--- src/rtl/tlk_pkg.sv ---
package tlk_pkg;
  function automatic int unsigned tlk_cnt_width(input int unsigned n_req);
    return $clog2(n_req) + 1;
  endfunction
endpackage

--- src/rtl/tlk_dispenser.sv ---
module tlk_dispenser #(
  parameter int unsigned N_REQ = 4,
  parameter int unsigned W     = 3
) (
  input  logic [W-1:0]       base_i,
  input  logic [N_REQ-1:0]   take_i,
  output logic [N_REQ*W-1:0] tk_for_o,
  output logic [W-1:0]       next_o
);
  // Prefix count: requester i gets base plus number of lower-index takers.
  logic [W-1:0] run [N_REQ+1];

  assign run[0] = base_i;

  genvar gi;
  generate
    for (gi = 0; gi < N_REQ; gi++) begin : g_pre
      assign tk_for_o[gi*W +: W] = run[gi];
      assign run[gi+1] = take_i[gi] ? run[gi] + W'(1) : run[gi];
    end
  endgenerate

  assign next_o = run[N_REQ];
endmodule

--- src/rtl/tlk_slot.sv ---
module tlk_slot #(
  parameter int unsigned W = 3
) (
  input  logic         clk,
  input  logic         rst,
  input  logic         take_i,
  input  logic [W-1:0] new_tk_i,
  input  logic         rel_i,
  input  logic [W-1:0] serve_nxt_i,
  output logic         active_o,
  output logic [W-1:0] ticket_o,
  output logic         owner_o,
  output logic         rel_ok_o,
  output logic         rel_bad_o
);
  logic         act_q, act_n;
  logic [W-1:0] tk_q, tk_n;
  logic         own_q, own_n;

  assign rel_ok_o  = rel_i & own_q;
  assign rel_bad_o = rel_i & ~own_q;

  always_comb begin
    act_n = act_q;
    tk_n  = tk_q;
    if (take_i) begin
      act_n = 1'b1;
      tk_n  = new_tk_i;
    end else if (rel_ok_o) begin
      act_n = 1'b0;
    end
    own_n = act_n && (tk_n == serve_nxt_i);
  end

  always_ff @(posedge clk) begin
    if (rst) begin
      act_q <= 1'b0;
      tk_q  <= '0;
      own_q <= 1'b0;
    end else begin
      act_q <= act_n;
      tk_q  <= tk_n;
      own_q <= own_n;
    end
  end

  assign active_o = act_q;
  assign ticket_o = tk_q;
  assign owner_o  = own_q;

  // Ownership is kept until the owner releases.
  assert_grant_held_R4: assert property (@(posedge clk) disable iff (rst)
    own_q && !rel_i |=> own_q);
  // An accepted release drops the grant on the next cycle.
  assert_release_drops_R5: assert property (@(posedge clk) disable iff (rst)
    rel_ok_o |=> !own_q);
endmodule

--- src/rtl/ticket_lock_unit.sv ---
module ticket_lock_unit #(
  parameter int unsigned N_REQ = 4,
  localparam int unsigned W    = tlk_pkg::tlk_cnt_width(N_REQ)
) (
  input  logic               clk,
  input  logic               rst,
  input  logic [N_REQ-1:0]   acq_i,
  input  logic [N_REQ-1:0]   rel_i,
  output logic [N_REQ*W-1:0] ticket_o,
  output logic [N_REQ-1:0]   granted_o,
  output logic               rel_err_o
);
  logic [W-1:0]       disp_q, disp_n;
  logic [W-1:0]       serve_q, serve_n;
  logic               err_q;
  logic [N_REQ-1:0]   active, take, owner, rel_ok, rel_bad;
  logic [N_REQ*W-1:0] tk_for;

  assign take = acq_i & ~active;

  tlk_dispenser #(.N_REQ(N_REQ), .W(W)) u_disp (
    .base_i   (disp_q),
    .take_i   (take),
    .tk_for_o (tk_for),
    .next_o   (disp_n)
  );

  assign serve_n = (|rel_ok) ? serve_q + W'(1) : serve_q;

  genvar gi;
  generate
    for (gi = 0; gi < N_REQ; gi++) begin : g_slot
      tlk_slot #(.W(W)) u_slot (
        .clk         (clk),
        .rst         (rst),
        .take_i      (take[gi]),
        .new_tk_i    (tk_for[gi*W +: W]),
        .rel_i       (rel_i[gi]),
        .serve_nxt_i (serve_n),
        .active_o    (active[gi]),
        .ticket_o    (ticket_o[gi*W +: W]),
        .owner_o     (owner[gi]),
        .rel_ok_o    (rel_ok[gi]),
        .rel_bad_o   (rel_bad[gi])
      );
      // A repeat acquire while queued leaves the ticket alone.
      assert_dup_acquire_R7: assert property (@(posedge clk) disable iff (rst)
        active[gi] && acq_i[gi] && !rel_ok[gi] |=> $stable(ticket_o[gi*W +: W]));
    end
  endgenerate

  always_ff @(posedge clk) begin
    if (rst) begin
      disp_q  <= '0;
      serve_q <= '0;
      err_q   <= 1'b0;
    end else begin
      disp_q  <= disp_n;
      serve_q <= serve_n;
      err_q   <= |rel_bad;
    end
  end

  assign granted_o = owner;
  assign rel_err_o = err_q;

  assert_single_owner_R4: assert property (@(posedge clk) disable iff (rst)
    $onehot0(owner));
  assert_count_balance_R8: assert property (@(posedge clk) disable iff (rst)
    (disp_q - serve_q) == W'($countones(active)));
  assert_serve_step_R5: assert property (@(posedge clk) disable iff (rst)
    !rst |=> (serve_q == $past(serve_q)) || (serve_q == $past(serve_q) + W'(1)));
  assert_bad_release_flag_R6: assert property (@(posedge clk) disable iff (rst)
    (|rel_bad) |=> rel_err_o);
  assert_bad_release_no_step_R6: assert property (@(posedge clk) disable iff (rst)
    (|rel_bad) && !(|rel_ok) |=> $stable(serve_q));
endmodule

--- config.mk ---
export PLATFORM = sky130hd
export DESIGN_NAME = ticket_lock_unit
export DESIGN_NICKNAME = d
export VERILOG_FILES = /design/src/rtl/tlk_pkg.sv /design/src/rtl/tlk_dispenser.sv /design/src/rtl/tlk_slot.sv /design/src/rtl/ticket_lock_unit.sv
export SDC_FILE = /design/constraint.sdc
export NUM_CORES = 1
export LEC_CHECK = 0
export BUFFER_PORTS_ARGS = -buffer_cell sky130_fd_sc_hd__buf_2
export CAP_MARGIN = 30
export CORE_UTILIZATION = 31
export DETAILED_ROUTE_END_ITERATION = 10
export PLACE_DENSITY = 0.51
export SLEW_MARGIN = 5
export SYNTH_ARGS = -nofsm -noshare
export SYNTH_HDL_FRONTEND = slang
export SYNTH_SLANG_ARGS = --single-unit
--- constraint.sdc ---
create_clock -name clk -period 3.1 [get_ports clk]
set_input_delay 0.62 -clock clk [delete_from_list [all_inputs] [get_ports clk]]
set_output_delay 0.62 -clock clk [all_outputs]
set_load 0.005 [all_outputs]
Yosys cells after proc, flatten, opt, wreduce, memory -nomap -nowiden
Index checks and enable logic that the tools add are counted.
{"block": "op_classes", "add_sub_neg": 5, "bitwise_logic": 14, "n_eq_ne": 4, "reduce_logical": 6, "n_mux": 17}
{"op": "$mux 3", "n": 9}
{"op": "$add 3x1->3 const B", "n": 5}
{"op": "$eq 3x3->1", "n": 4}
{"op": "$and 1x1->1", "n": 8}
{"op": "$mux 1", "n": 8}
{"op": "$reduce_or 4->1", "n": 2}
{"op": "$and 4x4->4", "n": 1}
{"op": "$logic_and 1x1->1", "n": 4}
{"op": "$not 1->1", "n": 4}
{"op": "$not 4->4", "n": 1}
{"block": "word_totals", "out_inout_bits": 17, "word_cells": 61, "in_bits": 10, "regBits": 27}

Depth between registers and ports, before layout
Gate-level depths: netlist of run 1.
{"block": "depth", "word_depth": 10, "mapped_depth": 13, "depth_no_buf": 12}

Cells and area by module
A second synthesis of run 1 with hierarchy kept.
{"block": "unflattened", "hier_cells": 125, "area_unflattened_um2": 1362.6}
{"mod": "tlk_slot", "instances": 4, "cells_each": 19, "area_each_um2": 206.4, "seq_area_each_um2": 100.1}
{"mod": "ticket_lock_unit", "instances": 1, "cells_each": 25, "area_each_um2": 296.5, "seq_area_each_um2": 140.1}
{"mod": "tlk_dispenser", "instances": 1, "cells_each": 24, "area_each_um2": 240.2, "seq_area_each_um2": 0.0}

Worst setup path after synthesis of run 1
OpenSTA, ideal clock, no wires.
{"block": "synth_path", "path_type": "input-to-reg", "start": "input port acq_i[0]", "end": "register disp_q[2]", "path_slack_ns": 0.294, "cell_stages": 12, "required_time_ns": 2.972, "arrival_ns": 2.679, "path_cell_list": "nor2b_1 -> buf_6 -> mux2_4 -> ha_1 -> nand3_1 -> o221ai_1 -> a211oi_1 -> nor2_1 -> ha_1 -> nand2_1 -> xor2_1 -> nor2_1"}
{"block": "synth_via", "elab_chain_len": 8}
{"item": "start: declaration", "line_no": "ticket_lock_unit.sv:7", "text": "input logic [N_REQ-1:0] acq_i,"}
{"item": "$and 4x4->4 (*)", "line_no": "ticket_lock_unit.sv:19", "text": "assign take = acq_i & ~active;"}
{"item": "$mux 3 (*)", "line_no": "tlk_dispenser.sv:19", "text": "assign run[gi+1] = take_i[gi] ? run[gi] + W'(1) : run[gi];"}
{"item": "$add 3x1->3", "line_no": "tlk_dispenser.sv:19"}
{"item": "$mux 3 (*)", "line_no": "tlk_dispenser.sv:19"}
{"item": "$add 3x1->3", "line_no": "tlk_dispenser.sv:19"}
{"item": "$mux 3 (*)", "line_no": "tlk_dispenser.sv:19"}
{"item": "$add 3x1->3", "line_no": "tlk_dispenser.sv:19"}
{"item": "$mux 3 (*)", "line_no": "tlk_dispenser.sv:19"}
{"item": "end signal: assignment", "line_no": "ticket_lock_unit.sv:58", "text": "disp_q <= disp_n;"}
{"item": "end: declaration", "line_no": "ticket_lock_unit.sv:13", "text": "logic [W-1:0] disp_q, disp_n;"}
Every way passes the cells marked *; elsewhere a longest branch is shown, timed or not.
A chain may end at the register's enable or synchronous reset.

Final worst setup path of run 1
{"block": "layout_path", "start": "input port acq_i[0]", "end": "register g_slot[3].u_slot.own_q"}
{"block": "layout_via", "elab_chain_len": 9}
{"item": "$and 4x4->4 (*)", "line_no": "ticket_lock_unit.sv:19"}
{"item": "$mux 3 (*)", "line_no": "tlk_dispenser.sv:19"}
{"item": "$add 3x1->3", "line_no": "tlk_dispenser.sv:19"}
{"item": "$mux 3 (*)", "line_no": "tlk_dispenser.sv:19"}
{"item": "$add 3x1->3", "line_no": "tlk_dispenser.sv:19"}
{"item": "$mux 3 (*)", "line_no": "tlk_dispenser.sv:19"}
{"item": "$mux 3 (*)", "line_no": "tlk_slot.sv:26", "text": "if (take_i) begin"}
{"item": "$eq 3x3->1 (*)", "line_no": "tlk_slot.sv:32", "text": "own_n = act_n && (tk_n == serve_nxt_i);"}
{"item": "$logic_and 1x1->1 (*)", "line_no": "tlk_slot.sv:32"}
{"item": "end signal: assignment", "line_no": "tlk_slot.sv:43", "text": "own_q <= own_n;"}
{"item": "end: declaration", "line_no": "tlk_slot.sv:18", "text": "logic own_q, own_n;"}
Marked as above.

==> impl_results.md, run 1 <==
* Reg-to-reg slack, setup at 0.55 ns
* Synthesized flop and latch total at 27
* Finish-stage setup viols at 0
* # IOs at 27
* Number of global-route vias before repair at 1082
* Synth Instances at 153
* Fin area at 1650 sq um
* Placed instance area at 1610 sq um
* Slew at the pin closest to its max-slew limit at 0.720 ns
* Cells along the critical path: buf_2 > nor2b_1 > buf_4 > xnor2_4 > inv_2 > ha_1 > nand3_1 > o221ai_1 > a211oi_1 > buf_4 > o31ai_4 > xnor2_1 > nor4b_2
* Clock sink total at 27
* R2R depth at 12
* PD cells at 889 nW/um^2
* Post_cts resized at 0
* Post-synth EDFFs at 0
* First-pass GRT wire length at 5.09 mm
* Nets at 194
* Ant. Diodes at 0
* Max-Slew Margin vs Limit at 50.6%
* Crit path depth at 13
* CP arrival at 2.86 ns
* H-tree Lvls at 1
* Synthesized cell area at 1430 sq um
* R2R Path End: g_slot[3].u_slot.owner_o
* Clk Latency, worst-skew pair at 0.27 ns
* Initial DRC Count at 32
* Root buffer cell: clkbuf_8
* Synth Flop Type: dfxtp_1
* Total CTS buffers at 3
* Skew final at 0.00337 ns
* Die area at 4880 sq um
* Post-CTS Repair Setup Buffers at 0
* Fin crit share at 86.2%
* TritonRoute pass-1 iters at 4
* Setup TNS at 0 ns
* Tmin final at 2.67 ns
* CP most frequent cell: buf_4
* CP startpoint kind: primary input
* CP top delay family: simple AND/OR/NAND/NOR gates
* Share of post-route cells with drive strength above 1 at 25.7%
* Post-synth ARST share at 0%
* Yosys warns at 0
* Crit-path max FO at 7
* Worst Path Buf+Inv at 4
* Crit path launch: acq_i[0]
* Leak Pwr at 0.000728 uW
* # rows at 24
* Via count at 1087
* RSZ-0062 raised after global routing: false
* Yosys cell types at 35
* R2r startpoint: g_slot[0].u_slot.active_o
* Slowest CP cell: ha_1
* Max stage delay on crit path at 0.32 ns
* Synth Area per Inst at 9.34 sq um
* Port bufs at 26
* CP endpoint: g_slot[3].u_slot.owner_o
* Max Root-Sink Buffers at 2
* Final HPWL DP at 2.34 mm
* FMAX at 0.374 GHz
* Routed wire per std cell at 13.0 um
* Antenna Nets Post-Route at 0
* CTS tree: yes
* Crit Path Class: primary input to flop
* Core ar. at 4380 sq um
* Register clock-pin slew on the reported worst setup and hold paths at 0.09 ns
* Slew Viols, Final at 0
* Die Width at 69.9 um
* Initial Utilization at 32.6%
* Worst EP required at 3.29 ns
* Via density at 4.71
* DRC at 0
* Post-Syn Nets at 167
* Worst vdd ir at 0.271 mV
* Initial antenna violation count at 0
* Largest net degree at the start of global routing at 24
* Maxcap violations at 0
* Hold buffer count at CTS at 0
* Worst Setup End Kind: flop
* Final hold violations at 0
* Total track usage at 13.0%
* Routability cong. at 0.755
* Hold crit path type: flop to flop
* Total gr overflow at 0
* Area grow syn2layout at 15.6%
* Die Span Y at 69.9 um
* Routed Wire Length at 3.00 mm
* Seq/Total Area, Yosys at 37.8%
* Status: finished clean
==> how the worst min path moves through the flow <==
| stage | startpoint | to | slack [ns] | cells after the start |
|---|---|---|---|---|
| after global routing | g_slot[3].u_slot.active_o | g_slot[3].u_slot.active_o | 0.52 | 2 |
| after detailed placement | g_slot[3].u_slot.active_o | g_slot[3].u_slot.active_o | 0.48 | 2 |
| after floorplan | g_slot[3].u_slot.active_o | g_slot[3].u_slot.active_o | 0.45 | 2 |
| final | g_slot[3].u_slot.active_o | g_slot[3].u_slot.active_o | 0.50 | 2 |
| after global placement | g_slot[3].u_slot.active_o | g_slot[3].u_slot.active_o | 0.48 | 2 |
| after CTS | g_slot[3].u_slot.active_o | g_slot[3].u_slot.active_o | 0.50 | 2 |
==> synthesized netlist by cell type (3+ instances only) <==
master | count | area share [%]
nor2b_1 | 6 | 2.6
mux2i_1 | 9 | 6.3
xor2_1 | 11 | 6.7
buf_4 | 4 | 2.1
xnor2_1 | 9 | 5.5
a21oi_1 | 7 | 2.5
clkbuf_1 | 3 | 0.79
nand2_1 | 12 | 3.2
nor2_1 | 26 | 6.8
ha_1 | 4 | 3.5
inv_1 | 5 | 1.3
dfxtp_1 | 27 | 38
nand3_1 | 3 | 1.1
==> flip-flops by register name, indices dropped and copies added, names as in the netlist <==
register,flops
g_slot.u_slot.owner_o,4
rel_err_o,1
disp_q,3
serve_q,3
g_slot.u_slot.active_o,4
g_slot.u_slot.ticket_o,12
==> layout by cell type (no fill, tap or decap), types with 2 or more instances in the layout <==
master    netlist  final
a21oi_1         7      7
buf_2           2     26
buf_4           4      6
clkbuf_8        0      3
dfxtp_1        27     27
ha_1            4      4
inv_1           5      5
mux2i_1         9      9
nand2_1        12     12
nand2b_1        2      2
nand3_1         3      3
nand3b_1        2      2
nand4_1         2      2
nor2_1         26     26
nor2b_1         6      6
xnor2_1         9      9
xnor2_2         2      2
xor2_1         11     11
==> through the flow <==
step                instances  util (%)  hold WS (ns)  total power [uW]  setup slack (ns)
floorplan                 153         -         0.449              1110             0.294
global placement          227      36.6         0.481              1270             0.215
detailed placement        227      36.6         0.484              1280             0.139
CTS                       231      37.7         0.501              1490             0.419
global route              231      37.7         0.522              1590             0.180
finish                    231      37.7         0.497              1470             0.429
==> report_power, final <==
group	internal (uW)	switching, uW	total (uW)
clock	92.1	109	201
combinational	361	410	771
sequential	437	59.4	496
==> per-layer routing <==
metal	vias up	track usage, %	share of wire (%)
met3	4	3.90	5.0
met5	-	0	0
met2	24	21.0	45
li1	555	-	-
met1	504	17.2	49
met4	0	2.67	0.97
==> layout make-up <==
class / instances / area (sq um)
Fill cell: 451 / 2730
Inverter: 6 / 22.5
Sequential cell: 27 / 541
Tap cell: 52 / 65.1
Timing Repair Buffer: 32 / 175
Clock buffer: 4 / 45.0
Multi-Input combinational cell: 110 / 803
==> cells by family (layout without fill, tap and decap cells) <==
family	count (synthesis)	after routing	synth area share, %
XOR/XNOR	23	23	16.5
AO/OA/AOI/OAI	14	14	7.36
buffers and inverters	16	42	5.95
multiplexers	12	12	9.72
AND/OR/NAND/NOR	56	56	18.5
adder cells (fa/ha/maj)	5	5	4.20
flip-flops	27	27	37.8
==> tightest hold or removal path: cells and delay by family, from the launching register on <==
family           cells  cell delay [ns]
flip-flops           1             0.33
AND/OR/NAND/NOR      1             0.06
AO/OA/AOI/OAI        1             0.07
Power figures use the tool's default switching activity.
==> run 2, diff against run 1 <==
Settings changed: ABC_CLOCK_PERIOD_IN_PS set to 3100, CORE_ASPECT_RATIO set to 1.75.
==> impl_results.md, run 2 (synthesized netlist as in run 1, its figures left out) <==
* H-tree Lvls at 1
* Crit path launch: acq_i[0]
* Clk Latency, worst-skew pair at 0.28 ns
* Clock sink total at 27
* Hold crit path type: flop to flop
* Worst-case hold slack at 0.512 ns
* Most frequent cells in the layout: dfxtp_1 (27), nor2_1 (26), buf_2 (26), nand2_1 (12), xor2_1 (11)
* Status: finished clean
* Slew at the pin closest to its max-slew limit at 0.704 ns
* Worst vdd ir at 0.376 mV
* Skew final at 0.00794 ns
* Fin crit share at 87.8%
* Placed insts at 226
* Total track usage at 15.0%
* CTS tree: yes
* Placed instance area at 1610 sq um
* Area grow syn2layout at 15.6%
* Share of post-route cells with drive strength above 1 at 26.3%
* CP arrival at 2.92 ns
* First-pass GRT wire length at 5.28 mm
* Root buffer cell: clkbuf_8
* R2R depth at 10
* CP startpoint kind: primary input
* RSZ-0062 raised after global routing: false
* Ant. Diodes at 0
* Via count at 1069
* R2R Path End: g_slot[3].u_slot.owner_o
* Most common cell after layout, fill and taps aside: dfxtp_1
* Crit Path Class: primary input to flop
* Hold buffer count at CTS at 0
* Post-CTS Repair Setup Buffers at 0
* Core ar. at 4400 sq um
* Routed Wire Length at 3.13 mm
* Nets at 194
* Leak Pwr at 0.000731 uW
* Post_cts resized at 0
* Initial antenna violation count at 0
* TritonRoute pass-1 iters at 4
* Hold path startpoint: g_slot[3].u_slot.active_o
* Maxcap violations at 0
* Final Non-Filler Cells at 230
* Setup TNS at 0 ns
* Worst Setup End Kind: flop
* # fillers at 451
* CP endpoint: g_slot[3].u_slot.owner_o
* Die Span Y at 91.8 um
* PD cells at 897 nW/um^2
* Tmin final at 2.72 ns
* Number of global-route vias before repair at 1097
* Max reg flops at 12
* Routability cong. at 0.738
* # IOs at 27
* Worst EP required at 3.30 ns
* Initial Utilization at 32.4%
* Port bufs at 26
* Max Root-Sink Buffers at 2
* Antenna Nets Post-Route at 0
* Die Width at 53.3 um
* R2r startpoint: disp_q[1]
* FMAX at 0.368 GHz
* Max-Slew Margin vs Limit at 51.7%
* Via density at 4.65
* Total CTS buffers at 3
* Register clock-pin slew on the reported worst setup and hold paths at 0.10 ns
* Largest net degree at the start of global routing at 24
* Slew Viols, Final at 0
* Fin area at 1650 sq um
* Routed wire per std cell at 13.6 um
* Power Total at 1480 uW
* # rows at 32
* Final hold violations at 0
* Reg-to-reg slack, setup at 0.51 ns
* Total gr overflow at 0
* Crit-path max FO at 6
* Die area at 4900 sq um
* Initial DRC Count at 18
* Finish-stage setup viols at 0
* DRC at 0
* Final HPWL DP at 2.47 mm
-- run 2: cell types whose count changed in the layout (fill, tap and decap cells not counted) --
cell	before	now
clkinv_2	0	1
clkbuf_1	1	0
-- run 2: layout make-up --
| type | count | area (sq um) | share of cell area, % |
|---|---|---|---|
| timing repair buffer | 32 | 175 | 10.6 |
| multi-input combinational | 110 | 803 | 48.6 |
| clock inverter | 1 | 5.00 | 0.303 |
| sequential | 27 | 541 | 32.7 |
| inverter | 6 | 22.5 | 1.36 |
| clock buffer | 3 | 41.3 | 2.50 |
| tap | 51 | 63.8 | 3.86 |
-- run 2: how the worst min path moves through the flow --
stage                                endpoint  slack, ns  cells after the start
floorplan           g_slot[3].u_slot.active_o       0.45                      2
global placement    g_slot[3].u_slot.active_o       0.48                      2
detailed placement  g_slot[3].u_slot.active_o       0.50                      2
CTS                 g_slot[3].u_slot.active_o       0.51                      2
global route        g_slot[3].u_slot.active_o       0.56                      2
finish              g_slot[3].u_slot.active_o       0.51                      2
-- run 2: stage by stage --
stage                     util (%)  worst slack [ns]
final                         37.5             0.379
after floorplan                  -             0.294
after global routing          37.5             0.183
after CTS                     37.5             0.362
after detailed placement      36.4            0.0855
after global placement        36.4             0.200
-- run 2: critical path, stage by stage --
cell,delay (ns)
buf_2,0.09
nor2b_1,0.27
buf_4,0.23
xnor2_4,0.13
inv_2,0.08
ha_1,0.31
nand3_1,0.08
o221ai_1,0.10
a211oi_1,0.32
buf_4,0.19
o31ai_4,0.07
xnor2_1,0.13
nor4b_2,0.28
-- run 2: routing by layer --
metal  vias up  wire length [um]  track usage [%]
li1        551                 -                -
met1       491              1280             16.8
met2        23              1700             26.9
met3         4               100             1.99
met4         0                48             5.92
met5         -                 0                0
-- run 2: report_power, final --
part           switching, uW  internal (uW)
clock                    115           90.3
combinational            417            360
sequential              62.2            437
==> run 3, diff against run 2 <==
Settings changed: ABC_CLOCK_PERIOD_IN_PS 3100 to 2700.
Clock period 3.1 ns to 2.7 ns, I/O delays scaled along.
==> impl_results.md, run 3 (synthesized netlist as in run 1, its figures left out) <==
* Share of total power in the clock network at 13.3%
* Cells along the critical path: buf_2 > nor2b_1 > buf_4 > xnor2_4 > inv_2 > ha_1 > nand3_1 > o221ai_1 > a211oi_2 > buf_4 > o31ai_4 > xnor2_1 > nor4b_2
* Root buffer cell: clkbuf_8
* Slew Viols, Final at 0
* Antenna Nets Post-Route at 0
* Final HPWL DP at 2.53 mm
* Worst vdd ir at 0.381 mV
* CP arrival at 2.66 ns
* Hold crit path type: flop to flop
* Switch Pwr at 693 uW
* Combinational power share at 54.5%
* # fillers at 469
* Crit Path Class: primary input to flop
* Post_cts resized at 0
* Die area at 4900 sq um
* Initial DRC Count at 30
* Area of the multi-input gates at 808 sq um
* Via density at 4.67
* Sequential Power Share at 32.3%
* Via count at 1102
* CP top delay family: simple AND/OR/NAND/NOR gates
* R2r startpoint: g_slot[0].u_slot.active_o
* Status: finished clean
* Total CTS buffers at 3
* Post-CTS Repair Setup Buffers at 0
* Die Width at 53.3 um
* Fin area at 1700 sq um
* Placed instance area at 1660 sq um
* Routed Wire Length at 3.18 mm
* # rows at 32
* First-pass GRT wire length at 5.18 mm
* Internal power at 1070 uW
* Power Total at 1760 uW
* H-tree Lvls at 1
* Total gr overflow at 0
* Skew final at 0.00284 ns
* Slew at the pin closest to its max-slew limit at 0.637 ns
* Nets at 200
* Tmin final at 2.47 ns
* Worst Path Buf+Inv at 4
* Core ar. at 4400 sq um
* GRT busiest layer: met2
* Register area at 541 sq um
* Max stage delay on crit path at 0.30 ns
* RSZ-0062 raised after global routing: false
* Port bufs at 26
* Worst Setup End Kind: flop
* Finish-stage setup viols at 0
* Setup TNS at 0 ns
* Met1 usage at 16.7%
* Area grow syn2layout at 19.0%
* PD cells at 1040 nW/um^2
* Leak Pwr at 0.000757 uW
* Net Sw Frac at 39.3%
* Slowest CP cell: ha_1
* TritonRoute pass-1 iters at 4
* Met3 GRT Util at 2.99%
* FMAX at 0.405 GHz
* Die Span Y at 91.8 um
* Routed wire per std cell at 13.5 um
* Hold buffer count at CTS at 0
* Routability cong. at 0.764
* Max-Slew Margin vs Limit at 57.4%
* Util after Layout at 38.6%
* Clock sink total at 27
* Crit path launch: acq_i[0]
* Ant. Diodes at 0
* Final hold violations at 0
* Total track usage at 14.9%
* Initial Utilization at 32.4%
* Number of global-route vias before repair at 1114
* Met2 Usage GRT at 25.3%
* Share of post-route cells with drive strength above 1 at 28.6%
* Max Root-Sink Buffers at 2
* CP startpoint kind: primary input
* Initial antenna violation count at 0
* Maxcap violations at 0
* Worst EP required at 2.89 ns
* DRC at 0
* # IOs at 27
* Fin crit share at 91.4%
* Hold path startpoint: g_slot[3].u_slot.active_o
* CP most frequent cell: buf_4
* Max reg flops at 12
* Most frequent cells in the layout: dfxtp_1 (27), nor2_1 (26), buf_2 (26), nand2_1 (12), buf_4 (12)
* Clk Latency, worst-skew pair at 0.28 ns
* Most common cell after layout, fill and taps aside: dfxtp_1
* Crit-path max FO at 4
* Largest net degree at the start of global routing at 24
* Register clock-pin slew on the reported worst setup and hold paths at 0.09 ns
* CTS tree: yes
-- run 3: changes by cell type in the layout (fill, tap and decap cells not counted), sizes merged --
cell / change
buf: +6
clkbuf: +1
clkinv: -1
-- run 3: worst paths after layout --
path | slack [ns] | cells past startpoint | to
setup / recovery | 0.23 | 13 | g_slot[3].u_slot.owner_o
hold reg to reg | 0.49 | 2 | g_slot[3].u_slot.active_o
setup reg to reg | 0.26 | 12 | g_slot[3].u_slot.owner_o
hold / removal | 0.49 | 2 | g_slot[3].u_slot.active_o
-- run 3: through the flow --
stage	cells	setup slack, ns	hold slack, ns
2_1_floorplan	153	0.0899	0.449
3_3_place_gp	232	0.000601	0.481
3_5_place_dp	232	-0.0499	0.477
4_1_cts	236	0.212	0.490
5_1_grt	236	0.0365	0.526
6_report	236	0.232	0.487
-- run 3: cell type report --
type	instances	area share (%)
clock buffers	4	2.65
inverters	6	1.32
multi-input cells	110	47.5
flip-flops and latches	27	31.8
well taps	51	3.75
repair buffers	38	13.0
-- run 3: worst register-to-register path: cells and delay by family (launching register included) --
family	cells	cell delay, ns
AO/OA/AOI/OAI	3	0.39
AND/OR/NAND/NOR	3	0.62
adder cells (fa/ha/maj)	1	0.30
flip-flops	1	0.33
XOR/XNOR	2	0.26
buffers and inverters	3	0.45
-- run 3: power groups by stage --
stage               registers, uW  logic [uW]  clock network, uW
finish                        569         961                234
CTS                           572         972                241
global route                  581        1070                264
detailed placement            582         961                  0
global placement              578         960                  0
floorplan                     582         700                  0
-- run 3: per-layer routing --
metal,up-vias,wire length [um]
met1,507,1310
met2,26,1700
li1,562,-
met5,-,0
met3,7,95
met4,0,82
